## src/rtl/trap_pending_unit.sv

```systemverilog
module trap_pending_unit #(
  parameter int NCLS  = 7,
  parameter int VEC_W = 64,
  parameter int CLS_W = 3,
  parameter int IDX_W = 7,
  parameter int LVL_W = 4
) (
  input  logic             clk,
  input  logic             rst,
  input  logic             post_en,
  input  logic [CLS_W-1:0] post_cls,
  input  logic [IDX_W-1:0] post_idx,
  input  logic             clr_en,
  input  logic [CLS_W-1:0] clr_cls,
  input  logic [IDX_W-1:0] clr_idx,
  input  logic             clr_all,
  input  logic             hpriv,
  input  logic             int_en,
  input  logic [CLS_W-1:0] rd_cls,
  output logic [VEC_W-1:0] rd_vec,
  output logic [NCLS-1:0]  summary,
  output logic             any_pend,
  output logic             trap_vld,
  output logic [CLS_W-1:0] trap_code,
  output logic [LVL_W-1:0] sw_level
);
  localparam int BIT_W  = $clog2(VEC_W);
  localparam int C_TLZ  = 0;
  localparam int C_TICK = 1;
  localparam int C_IVEC = 2;
  localparam int C_SW   = 5;

  logic [VEC_W-1:0] vec_q [NCLS];
  logic [LVL_W-1:0] lvl;

  wire post_ok = post_en && (post_cls < CLS_W'(NCLS)) && (post_idx < IDX_W'(VEC_W));
  wire clr_ok  = clr_en  && (clr_cls  < CLS_W'(NCLS)) && (clr_idx  < IDX_W'(VEC_W));

  for (genvar g = 0; g < NCLS; g++) begin : g_cls
    always_ff @(posedge clk) begin
      if (rst || clr_all) begin
        vec_q[g] <= '0;
      end else begin
        if (clr_ok && clr_cls == CLS_W'(g))
          vec_q[g][clr_idx[BIT_W-1:0]] <= 1'b0;
        if (post_ok && post_cls == CLS_W'(g))
          vec_q[g][post_idx[BIT_W-1:0]] <= 1'b1;
      end
    end
    assign summary[g] = |vec_q[g];
  end

  assign any_pend = |summary;
  assign rd_vec   = (rd_cls < CLS_W'(NCLS)) ? vec_q[rd_cls] : '0;

  always_comb begin
    trap_code = '0;
    if (hpriv) begin
      if (int_en) begin
        if (summary[C_TICK])      trap_code = CLS_W'(C_TICK + 1);
        else if (summary[C_IVEC]) trap_code = CLS_W'(C_IVEC + 1);
      end
    end else if (summary[C_TLZ]) begin
      trap_code = CLS_W'(C_TLZ + 1);
    end else if (summary[C_TICK]) begin
      trap_code = CLS_W'(C_TICK + 1);
    end else if (summary[C_IVEC]) begin
      trap_code = CLS_W'(C_IVEC + 1);
    end else if (int_en) begin
      for (int c = NCLS - 1; c > C_IVEC; c--)
        if (summary[c]) trap_code = CLS_W'(c + 1);
    end
  end

  assign trap_vld = trap_code != '0;

  always_comb begin
    lvl = '0;
    if (vec_q[C_SW][0] || vec_q[C_SW][16]) begin
      lvl = LVL_W'(14);
    end else begin
      for (int i = 1; i < 16; i++)
        if (vec_q[C_SW][i]) lvl = LVL_W'(i);
    end
  end

  assign sw_level = (trap_code == CLS_W'(C_SW + 1)) ? lvl : '0;


  post_sets_chk: assert property (@(posedge clk) disable iff (rst)
    (post_ok && !clr_all) |=> summary[$past(post_cls)]);

  clear_all_chk: assert property (@(posedge clk) disable iff (rst)
    clr_all |=> !any_pend);

  illegal_post_chk: assert property (@(posedge clk) disable iff (rst)
    (post_en && !post_ok && !clr_en && !clr_all) |=> $stable(summary));

  hyp_gate_chk: assert property (@(posedge clk) disable iff (rst)
    (hpriv && !int_en) |-> !trap_vld);

  hyp_class_chk: assert property (@(posedge clk) disable iff (rst)
    hpriv |-> (trap_code == 3'd0 || trap_code == 3'd2 || trap_code == 3'd3));

  vld_pend_chk: assert property (@(posedge clk) disable iff (rst)
    trap_vld |-> any_pend);
endmodule

```

## config.mk

```make
export PLATFORM = sky130hd
export DESIGN_NAME = trap_pending_unit
export DESIGN_NICKNAME = d
export VERILOG_FILES = /design/src/rtl/trap_pending_unit.sv
export SDC_FILE = /design/constraint.sdc
export NUM_CORES = 1
export LEC_CHECK = 0
export BUFFER_PORTS_ARGS = -buffer_cell sky130_fd_sc_hd__clkbuf_2
export CELL_PAD_IN_SITES_DETAIL_PLACEMENT = 2
export CELL_PAD_IN_SITES_GLOBAL_PLACEMENT = 2
export CORE_MARGIN = 2
export CORE_UTILIZATION = 45
export CTS_BUF_LIST = sky130_fd_sc_hd__clkbuf_4
export CTS_CLUSTER_SIZE = 20
export DETAILED_ROUTE_END_ITERATION = 12
export PLACE_DENSITY_LB_ADDON = 0.15
export SLEW_MARGIN = 20
export SYNTH_ARGS = -nofsm -noshare
export SYNTH_HDL_FRONTEND = slang
export SYNTH_SLANG_ARGS = --single-unit
```

## constraint.sdc

```tcl
create_clock -name clk -period 4.6 [get_ports clk]
set_input_delay 0.92 -clock clk [delete_from_list [all_inputs] [get_ports clk]]
set_output_delay 0.92 -clock clk [all_outputs]
set_load 0.01 [all_outputs]
```

# == Word-level counts from Yosys, hierarchy flattened ==
# Memories as Yosys holds them, arrays and structs flattened.
# Cells that the tools add are included.
# totals
ff_bits,0
ramBits,448
in_bits,30
output_inout_bits,80
elab_cells,1926
n_memories,1
# mem_list
memory,depth,word_bits,read_ports,rd_ports_with_merged_regs,write_ports,line_no,text
vec_q,7,64,8,0,7,33,logic [VEC_W-1:0] vec_q [NCLS];
# classes
magnitude_cmp,9
eq_ne,13
muxes,974
bitwise_logic,896
n_reduce_logical,33
# ops
cell,count
64-bit 2-to-1 mux,15
1-bit 2-to-1 mux,929
1-bit OR,896
448-bit OR reduction,1
64-bit OR reduction,7
4-bit 2-to-1 mux,16
3-bit 2-to-1 mux,9
3-bit == test (second input constant),7
1-bit logical AND,20
6-bit by 7-bit < comparator with 1-bit output (second input constant),2
7-bit < comparator (second input constant),2
1-bit demux with 6-bit select,2
3-bit by 2-bit == test with 1-bit output (second input constant),4
6-bit by 1-bit greater-or-equal comparator with 1-bit output (second input constant),2
3-bit < comparator (second input constant),3
3-bit by 1-bit == test with 1-bit output (second input constant),2
3-bit logical NOT,2
2-bit 2-to-1 mux,3
3-bit nonzero test,1
1-bit logical OR,2

# == Longest topological paths before layout ==
# Gate-level depths: netlist of the first run.
# An unclocked memory read counts as a cell.
# logic_depth
depth_word,18
ltp_mapped,9
depth_no_buf,8

# == Worst setup path before layout of the first run ==
# Ideal clock, no wire load.
# synth_timing
path_type,input port to output port
startpoint,in rd_cls[1]
endpoint,out rd_vec[0]
arrival_ns,2.333
setup_slack_ns,1.347
path_stages,6
n_path_buf,3
path_cell_list,clkbuf_1 nor2b_1 clkbuf_1 clkbuf_1 a21oi_1 a21oi_1
# synth_between
elab_chain_len,2
# synth_rtl
item,line_no,text
"start, declared",19,"input logic [CLS_W-1:0] rd_cls,"
memory 7 x 64 bit or 3-bit < comparator (tied branches),n/a,
64-bit 2-to-1 mux (*),54,assign rd_vec = (rd_cls < CLS_W'(NCLS)) ? vec_q[rd_cls] : '0;
"end, declared",20,"output logic [VEC_W-1:0] rd_vec,"
# Mark *: on every way between the ends. The rest lies on a longest branch, timed or not.

==> results of run 1 <==
==> metal layers <==
layer | global-route usage | wire length, um | vias up
met2 | 0.682 | 61000 | 1996
met1 | 0.539 | 46400 | 13200
li1 | - | - | 10000
met4 | 0.276 | 9430 | 12
met3 | 0.129 | 16400 | 574
met5 | 0 | 77 | -
==> logic make-up (layout without fill, tap and decap cells) <==
logic type	after synthesis	count (layout)
buffers and inverters	337	441
DFF	448	448
other	0	9
AOI/OAI and AO/OA	592	592
muxes	128	128
and+or+nand+nor	1130	1130
==> cell usage after synthesis (2+ instances only) <==
cell type	instances	area, um2
sky130_fd_sc_hd__o21ai_0	127	636
sky130_fd_sc_hd__buf_1	38	143
sky130_fd_sc_hd__a21oi_1	131	656
sky130_fd_sc_hd__edfxtp_1	448	13500
sky130_fd_sc_hd__nand2b_1	2	12.5
sky130_fd_sc_hd__nand4b_1	4	35.0
sky130_fd_sc_hd__nand4_1	27	169
sky130_fd_sc_hd__o221ai_1	256	2240
sky130_fd_sc_hd__nor4_1	110	688
sky130_fd_sc_hd__or3b_1	2	17.5
sky130_fd_sc_hd__mux4_2	64	1440
sky130_fd_sc_hd__nor2_1	723	2710
sky130_fd_sc_hd__nor4_2	5	62.6
sky130_fd_sc_hd__buf_2	13	65.1
sky130_fd_sc_hd__and3_1	4	25.0
sky130_fd_sc_hd__nand2_1	203	762
sky130_fd_sc_hd__o21ai_1	5	25.0
sky130_fd_sc_hd__a31oi_1	65	407
sky130_fd_sc_hd__a211oi_1	2	15.0
sky130_fd_sc_hd__mux2i_1	64	641
sky130_fd_sc_hd__nor2b_1	2	12.5
sky130_fd_sc_hd__nand3b_1	5	37.5
sky130_fd_sc_hd__and3b_1	8	70.1
sky130_fd_sc_hd__nor3_1	8	40.0
sky130_fd_sc_hd__nor3b_1	11	82.6
sky130_fd_sc_hd__clkbuf_1	274	1030
sky130_fd_sc_hd__nand3_1	6	30.0
sky130_fd_sc_hd__nor4_4	2	42.5
sky130_fd_sc_hd__inv_1	12	45.0
==> repair_timing <==
action | in CTS | in global routing
hold buffers | 0 | 0
pin swaps | 22 | 4
resized for setup | 65 | 25
setup buffers | 10 | 6
endpoints found under the setup margin | 10 | 8
==> worst min path at each step <==
stage	from	to
global route	clr_all	vec_q[6][39]$_DFFE_PP_
global placement	rst	vec_q[6][40]$_DFFE_PP_
floorplan	rst	vec_q[0][60]$_DFFE_PP_
CTS	clr_all	vec_q[6][38]$_DFFE_PP_
detailed placement	clr_all	vec_q[6][39]$_DFFE_PP_
finish	clr_all	vec_q[6][38]$_DFFE_PP_
==> cell usage in the layout (no fill, tap or decap), types with 3 or more instances in the layout <==
| cell | Yosys | final |
|---|---|---|
| sky130_fd_sc_hd__nand3b_1 | 5 | 5 |
| sky130_fd_sc_hd__clkbuf_2 | 0 | 102 |
| sky130_fd_sc_hd__nor3b_1 | 11 | 3 |
| sky130_fd_sc_hd__o21ai_0 | 127 | 127 |
| sky130_fd_sc_hd__o221ai_1 | 256 | 256 |
| sky130_fd_sc_hd__nor3b_4 | 0 | 3 |
| sky130_fd_sc_hd__nor4_1 | 110 | 60 |
| sky130_fd_sc_hd__nor3b_2 | 1 | 6 |
| sky130_fd_sc_hd__nor2_1 | 723 | 719 |
| sky130_fd_sc_hd__nand3_4 | 0 | 4 |
| sky130_fd_sc_hd__nand4_1 | 27 | 27 |
| sky130_fd_sc_hd__buf_12 | 0 | 22 |
| sky130_fd_sc_hd__diode_2 | 0 | 9 |
| sky130_fd_sc_hd__mux4_2 | 64 | 64 |
| sky130_fd_sc_hd__nor3_2 | 1 | 4 |
| sky130_fd_sc_hd__clkbuf_4 | 0 | 190 |
| sky130_fd_sc_hd__nand2_1 | 203 | 203 |
| sky130_fd_sc_hd__and3_1 | 4 | 4 |
| sky130_fd_sc_hd__buf_6 | 0 | 4 |
| sky130_fd_sc_hd__nor3_1 | 8 | 5 |
| sky130_fd_sc_hd__and3b_1 | 8 | 7 |
| sky130_fd_sc_hd__inv_2 | 0 | 10 |
| sky130_fd_sc_hd__nand4b_1 | 4 | 4 |
| sky130_fd_sc_hd__a21oi_1 | 131 | 130 |
| sky130_fd_sc_hd__nor4_2 | 5 | 39 |
| sky130_fd_sc_hd__inv_1 | 12 | 10 |
| sky130_fd_sc_hd__mux2i_1 | 64 | 64 |
| sky130_fd_sc_hd__nor4_4 | 2 | 18 |
| sky130_fd_sc_hd__o21ai_1 | 5 | 3 |
| sky130_fd_sc_hd__buf_4 | 0 | 82 |
| sky130_fd_sc_hd__edfxtp_1 | 448 | 448 |
| sky130_fd_sc_hd__a31oi_1 | 65 | 64 |
| sky130_fd_sc_hd__clkinv_1 | 0 | 14 |
==> power groups by stage <==
stage               clock network (mW)  registers (mW)  logic (mW)
global route                      4.21            4.93        1.24
detailed placement                   0            4.96        1.10
global placement                     0            4.93        1.06
CTS                               3.94            4.89        1.14
finish                            4.02            4.93        1.20
floorplan                            0            4.85       0.634
==> final cells by class <==
class,instances,area (um2),area share
antenna,9,22.5,0.000768
clock buffer,190,1430,0.0486
clock inverter,26,151,0.00516
inverter,12,47.5,0.00162
multi-input combinational,1850,11600,0.397
sequential,448,13500,0.459
tap,756,946,0.0323
timing repair buffer,213,1640,0.0558
==> worst max-delay path: cells and delay by family (launching register included) <==
| family | cells | cell delay (ns) |
|---|---|---|
| and+or+nand+nor | 5 | 2.18 |
| buffers and inverters | 1 | 0.15 |
| AOI/OAI and AO/OA | 2 | 0.40 |
| DFF | 1 | 0.43 |
==> results.rst, run 1 <==
.. list-table::
   :header-rows: 1

   * - Metric
     - Value
   * - Result of the run
     - finished with violations
   * - Violations in the final reports
     - setup timing
   * - Sw Pwr
     - 3.06 mW
   * - Pin slew with the least headroom to its limit
     - between 1 and 1.5 ns
   * - Number of cells after detailed placement
     - 3262
   * - Via count of the first global-routing pass
     - around 27000
   * - Count of flip-flops with a built-in enable after synthesis
     - ~450
   * - Total Power
     - ~10 mW
   * - Critical path's largest stage delay
     - ~0.6 ns
   * - DIE HEIGHT
     - 243 um
   * - Element type at the critical path start
     - flop
   * - Largest register FFs
     - ~450
   * - Power per standard cell area
     - between 300 and 400 nW/um2
   * - Synth-to-Final Area Change
     - 14.0%
   * - Master of the slowest instance on the critical path
     - sky130_fd_sc_hd__nor4_1
   * - Largest net degree at the start of global routing
     - between 100 and 150
   * - Syn_area_per_cell
     - between 9 and 10 um2
   * - Internal Pwr Total
     - between 7 and 8 mW
   * - Post-synthesis compound-gate area fraction
     - 0.157
   * - Unrepaired setup endpoints after global routing
     - yes
   * - Synthesized-area fraction occupied by adder cells
     - 0
   * - DPL Wire Length
     - about 80000 um
   * - Number of failing setup endpoints in the final timing report
     - 9
   * - Global-route wire length before repair
     - around 190000 um
   * - Number of cells traversed by the worst hold path
     - 3
   * - Crit path required time
     - 3.68 ns
   * - Clock tree sinks
     - ~450
   * - Synthesis-stage register bit count
     - about 450
   * - FFs w/ async S/R, synth
     - 0
   * - Final cell count without fillers
     - around 3500
   * - # DRC
     - 0
   * - Vias after detailed routing
     - ~26000
   * - Category of the worst setup path capture point
     - output port
   * - Biggest registers after layout
     - vec_q x448
   * - Share of the yosys chip area belonging to registers
     - 0.523
   * - Number of antenna-violating nets in the routed design
     - 0
   * - Die Footprint
     - 59100 um2
   * - Crit Path Category
     - reg -> out
   * - Fin Setup TNS
     - -2.57 ns
   * - Drt first pass iters
     - 9
   * - Crit-path max FO
     - 3
   * - Utilization of the core after routing
     - 0.519
   * - Worst rel slew slack
     - 0.191
   * - Cell area after layout
     - around 29000 um2
   * - FMAX
     - between 0.15 and 0.2 GHz
   * - Period utilisation layout
     - 1.12
   * - Maximum Capacitance Violations
     - 0
   * - Number of antenna violations at the first check in global routing
     - 10
   * - Dominant combinational cell family by area after synthesis
     - simple AND/OR/NAND/NOR gates
   * - Violation count after the first detailed-routing iteration
     - 3614
   * - Synthesized Nets
     - approximately 2700
   * - Core area
     - ~56000 um2
   * - Post-layout min period
     - 5.14 ns
   * - Total congestion overflow
     - 0
   * - Routability cong.
     - around 0.94
   * - Smallest hold slack
     - around 0.35 ns
   * - Most used DFF post-synth
     - sky130_fd_sc_hd__edfxtp_1
   * - Number of distinct library cells after synthesis
     - 43
   * - Filler cells
     - ~5700
   * - Worst-case clock buffer depth
     - 3
   * - Biggest register
     - vec_q
   * - Yosys warning count
     - 0
   * - Mux cell area share after synthesis
     - 0.0809
   * - Post-placement setup slack
     - -0.0342 ns
   * - Data arrival time of the critical path
     - 4.22 ns
   * - Final Hold Vio Count
     - 0
   * - Max VDD drop
     - about 230 uV
   * - Classification of the worst-slack hold path
     - in -> reg
   * - Number of rows in the core area
     - 87
   * - Total track usage
     - 0.439
   * - Die Span X
     - between 200 and 250 um
   * - Combinational fraction of design power
     - 0.119
   * - Clock Power Share
     - 0.396
   * - Root cell of the clock tree
     - sky130_fd_sc_hd__clkbuf_4
   * - Per-cell via count in the routed design
     - between 7 and 8
   * - Switching Share
     - 0.302
   * - Post-detailed-routing wire length
     - 133000 um
   * - Proportion of layout cells with a drive suffix above 1
     - 0.210
   * - Post-Synthesis Cell Area
     - 25700 um2
   * - XOR/XNOR Fraction of Synth Area
     - 0
   * - Starting density of the core
     - 0.455
   * - Dpl cell area
     - about 27000 um2
   * - Mean routed wirelength per cell
     - about 38 um
   * - Leakage power
     - roughly 9.7 nW
   * - Post-synthesis share of cell area spent on and, or, nand and nor gates
     - 0.189
   * - CTS tree
     - done
   * - Number of buffers inserted by port buffering
     - 109
   * - Sequential share of power
     - 0.485
   * - Critical path endpoint
     - trap_vld
   * - Clock slew at reported path FFs
     - ~0.060 ns
   * - Critical Path Source
     - vec_q[2][16]$_DFFE_PP_
   * - Total I/O pin count
     - 110
   * - Worst-path cell chain
     - nor4_1, nand4_1, nor4_4, nand2_1, a21boi_1, a31o_1, or3b_4, clkbuf_2
   * - Clock buffer count from CTS
     - 135
   * - Final slew viol count
     - 0
   * - H-tree levels
     - 4
   * - Post-Syn Instances
     - about 2600
   * - Worst setup margin
     - -0.541 ns
   * - Nets
     - approximately 2700
No activity file was read; power rests on OpenSTA's default activity.
==> run 2, diff against run 1 <==
--- a/config.mk
+++ b/config.mk
@@ -9,8 +9,8 @@
 export CELL_PAD_IN_SITES_DETAIL_PLACEMENT = 2
 export CELL_PAD_IN_SITES_GLOBAL_PLACEMENT = 2
 export CORE_MARGIN = 2
-export CORE_UTILIZATION = 45
-export CTS_BUF_LIST = sky130_fd_sc_hd__clkbuf_4
+export CORE_UTILIZATION = 44
+export CTS_BUF_LIST = sky130_fd_sc_hd__clkbuf_16
 export CTS_CLUSTER_SIZE = 20
 export DETAILED_ROUTE_END_ITERATION = 12
 export PLACE_DENSITY_LB_ADDON = 0.15
==> run 2 against run 1 <==
Against the previous run: the run still ends with setup timing left; combinational power fell by 4%; setup slack improved by 0.53 ns; worst hold slack improved by 0.43 ns; final area fell by 1.6%; non-clock buffer count fell by 9; largest cell class unchanged.
==> results.rst, run 2 (synthesis gave the netlist of run 1 again) <==
.. list-table::
   :header-rows: 1

   * - Metric
     - Value
   * - Max VDD drop
     - 296 uV (+29%)
   * - Core area
     - 57700 um2 (+2.1%)
   * - Antenna fix cells
     - 0 (-9)
   * - Dpl cell area
     - 27200 um2 (+0.39%)
   * - Global-route wire length before repair
     - 176000 um (-7.0%)
   * - Clock tree sinks
     - 448 (unchanged)
   * - Master of the slowest instance on the critical path
     - sky130_fd_sc_hd__nand4_1
   * - Starting density of the core
     - 0.446 (-0.00947)
   * - Biggest registers after layout
     - vec_q x448
   * - Worst setup margin
     - -0.0104 ns (+0.531 ns)
   * - Root cell of the clock tree
     - sky130_fd_sc_hd__clkbuf_16
   * - DIE HEIGHT
     - 246 um (+1.1%)
   * - Post-layout min period
     - 4.61 ns (-0.531 ns)
   * - Largest net degree at the start of global routing
     - 129 (unchanged)
   * - Via count of the first global-routing pass
     - 25300 (-5.4%)
   * - Largest register FFs
     - 448 (unchanged)
   * - Worst rel slew slack
     - 0.161 (-0.0293)
   * - Register Area
     - 13500 um2 (unchanged)
   * - Mean routed wirelength per cell
     - 36.0 um (-5.4%)
   * - Die Footprint
     - 60400 um2 (+2.2%)
   * - Number of rows in the core area
     - 88 (+1.1%)
   * - Final Hold Vio Count
     - 0 (unchanged)
   * - Power per standard cell area
     - 348 nW/um2 (+0.49%)
   * - Violation count after the first detailed-routing iteration
     - 3088 (-15%)
   * - Number of buffers inserted by port buffering
     - 109 (unchanged)
   * - Final slew viol count
     - 0 (unchanged)
   * - Classification of the worst-slack hold path
     - in -> reg
   * - Worst-case clock buffer depth
     - 3 (unchanged)
   * - Synth-to-Final Area Change
     - 12.2%
   * - Cell area after layout
     - 28900 um2 (-1.6%)
   * - Worst-path cell chain
     - nor4_2, nand4_1, nor4_4, nand2_1, nor2_1, nand3_2, a211oi_2, buf_4, clkbuf_2
   * - Biggest register
     - vec_q
   * - Die Span X
     - 246 um (+1.1%)
   * - Category of the worst setup path capture point
     - output port
   * - Number of antenna-violating nets in the routed design
     - 0 (unchanged)
   * - Proportion of layout cells with a drive suffix above 1
     - 0.145 (-0.0651)
   * - Number of failing setup endpoints in the final timing report
     - 1 (-8)
   * - Fin Setup TNS
     - -0.0104 ns (+2.56 ns)
   * - H-tree levels
     - 2 (-2)
   * - Filler cells
     - 5902 (+3.4%)
   * - Violations in the final reports
     - setup timing
   * - CTS tree
     - done
   * - Post-detailed-routing wire length
     - 121000 um (-8.9%)
   * - Crit-path max FO
     - 4 (+1)
   * - FMAX
     - 0.217 GHz (+12%)
   * - Data arrival time of the critical path
     - 3.69 ns (-0.53 ns)
   * - Clock slew at reported path FFs
     - 0.06 ns (about the same)
   * - Total I/O pin count
     - 110 (unchanged)
   * - Clock buffer count from CTS
     - 53 (-61%)
   * - Crit Path Category
     - reg -> out
   * - Vias after detailed routing
     - 24300 (-5.8%)
   * - Total congestion overflow
     - 0 (unchanged)
   * - Number of cells after detailed placement
     - 3278 (+0.49%)
   * - # DRC
     - 0 (unchanged)
   * - Commonest cells after routing, fill and taps aside
     - sky130_fd_sc_hd__nor2_1, sky130_fd_sc_hd__edfxtp_1, sky130_fd_sc_hd__o221ai_1
   * - Drt first pass iters
     - 5 (-4)
   * - DR WL met2
     - 57000 um (-6.6%)
   * - Multi-input gate area in the final layout
     - 11200 um2 (-3.5%)
   * - Utilization of the core after routing
     - 0.500 (-0.0188)
   * - Final cell count without fillers
     - 3375 (-3.7%)
   * - DPL Wire Length
     - 80000 um (-2.3%)
   * - Crit path required time
     - 3.68 ns (about the same)
   * - Smallest hold slack
     - 0.778 ns (+0.429 ns)
   * - Total length of routed met3 wires
     - 12300 um (-25%)
   * - Critical path's largest stage delay
     - 0.50 ns (-0.11 ns)
   * - Hold Buf Count CTS
     - 0 (unchanged)
   * - Result of the run
     - finished with violations
   * - Number of antenna violations at the first check in global routing
     - 4 (-6)
   * - Maximum Capacitance Violations
     - 0 (unchanged)
   * - Pin slew with the least headroom to its limit
     - 1.26 ns (+0.0453 ns)
   * - Period utilisation layout
     - 1.00 (-0.115)
   * - Total track usage
     - 0.399 (-0.0399)
   * - Most common cell after layout, fill and taps aside
     - sky130_fd_sc_hd__nor2_1
   * - Metal1 wirelength
     - 45300 um (-2.3%)
   * - Per-cell via count in the routed design
     - 7.20 (-2.2%)
   * - Leakage power
     - 9.38 nW (-2.9%)
   * - Nets
     - 2599 (-3.4%)
   * - Element type at the critical path start
     - flop
   * - Routability cong.
     - 0.928 (-1.2%)
   * - Uppermost signal routing layer after detailed routing
     - met5
## run 2: final timing paths
kind                                 end  depth (start not counted)                   start
setup / recovery             sw_level[0]                          9  vec_q[2][26]$_DFFE_PP_
hold / removal    vec_q[2][57]$_DFFE_PP_                          3                     rst
## run 2: repair_timing
action / in CTS / in global routing
buffers inserted: 0 / 0
endpoints found under the setup margin: 4 / 5
resized for setup: 10 / 11
pin swaps: 4 / 7
## run 2: critical path: cells and delay by family (launching register included)
kind | cells | cell delay (ns)
buffers and inverters | 2 | 0.26
flip-flops | 1 | 0.42
AND/OR/NAND/NOR | 6 | 2.08
AO/OA/AOI/OAI | 1 | 0.29
## run 2: area by class of cell
type	count	share of cell area
clock buffer	53	0.0460
timing repair buffer	204	0.0560
sequential	448	0.466
multi-input combinational	1850	0.389
tap	765	0.0332
clock inverter	43	0.00815
inverter	12	0.00156
## run 2: metrics by stage
step / total power, mW / setup slack, ns
floorplan: 5.48 / 1.35
global placement: 5.99 / 0.308
detailed placement: 6.06 / 0.370
CTS: 9.99 / -0.0697
global route: 10.2 / -0.131
finish: 10.0 / -0.0104
## run 2: report_power, final
part / internal [mW] / switching (mW)
Combinational: 0.387 / 0.760
Sequential: 4.70 / 0.189
Clock: 2.18 / 1.82
Total: 7.27 / 2.77
## run 2: metal layers
layer,up-vias,global-route usage
li1,9787,-
met1,12600,0.513
met2,1542,0.646
met3,346,0.0790
met4,2,0.197
met5,-,0
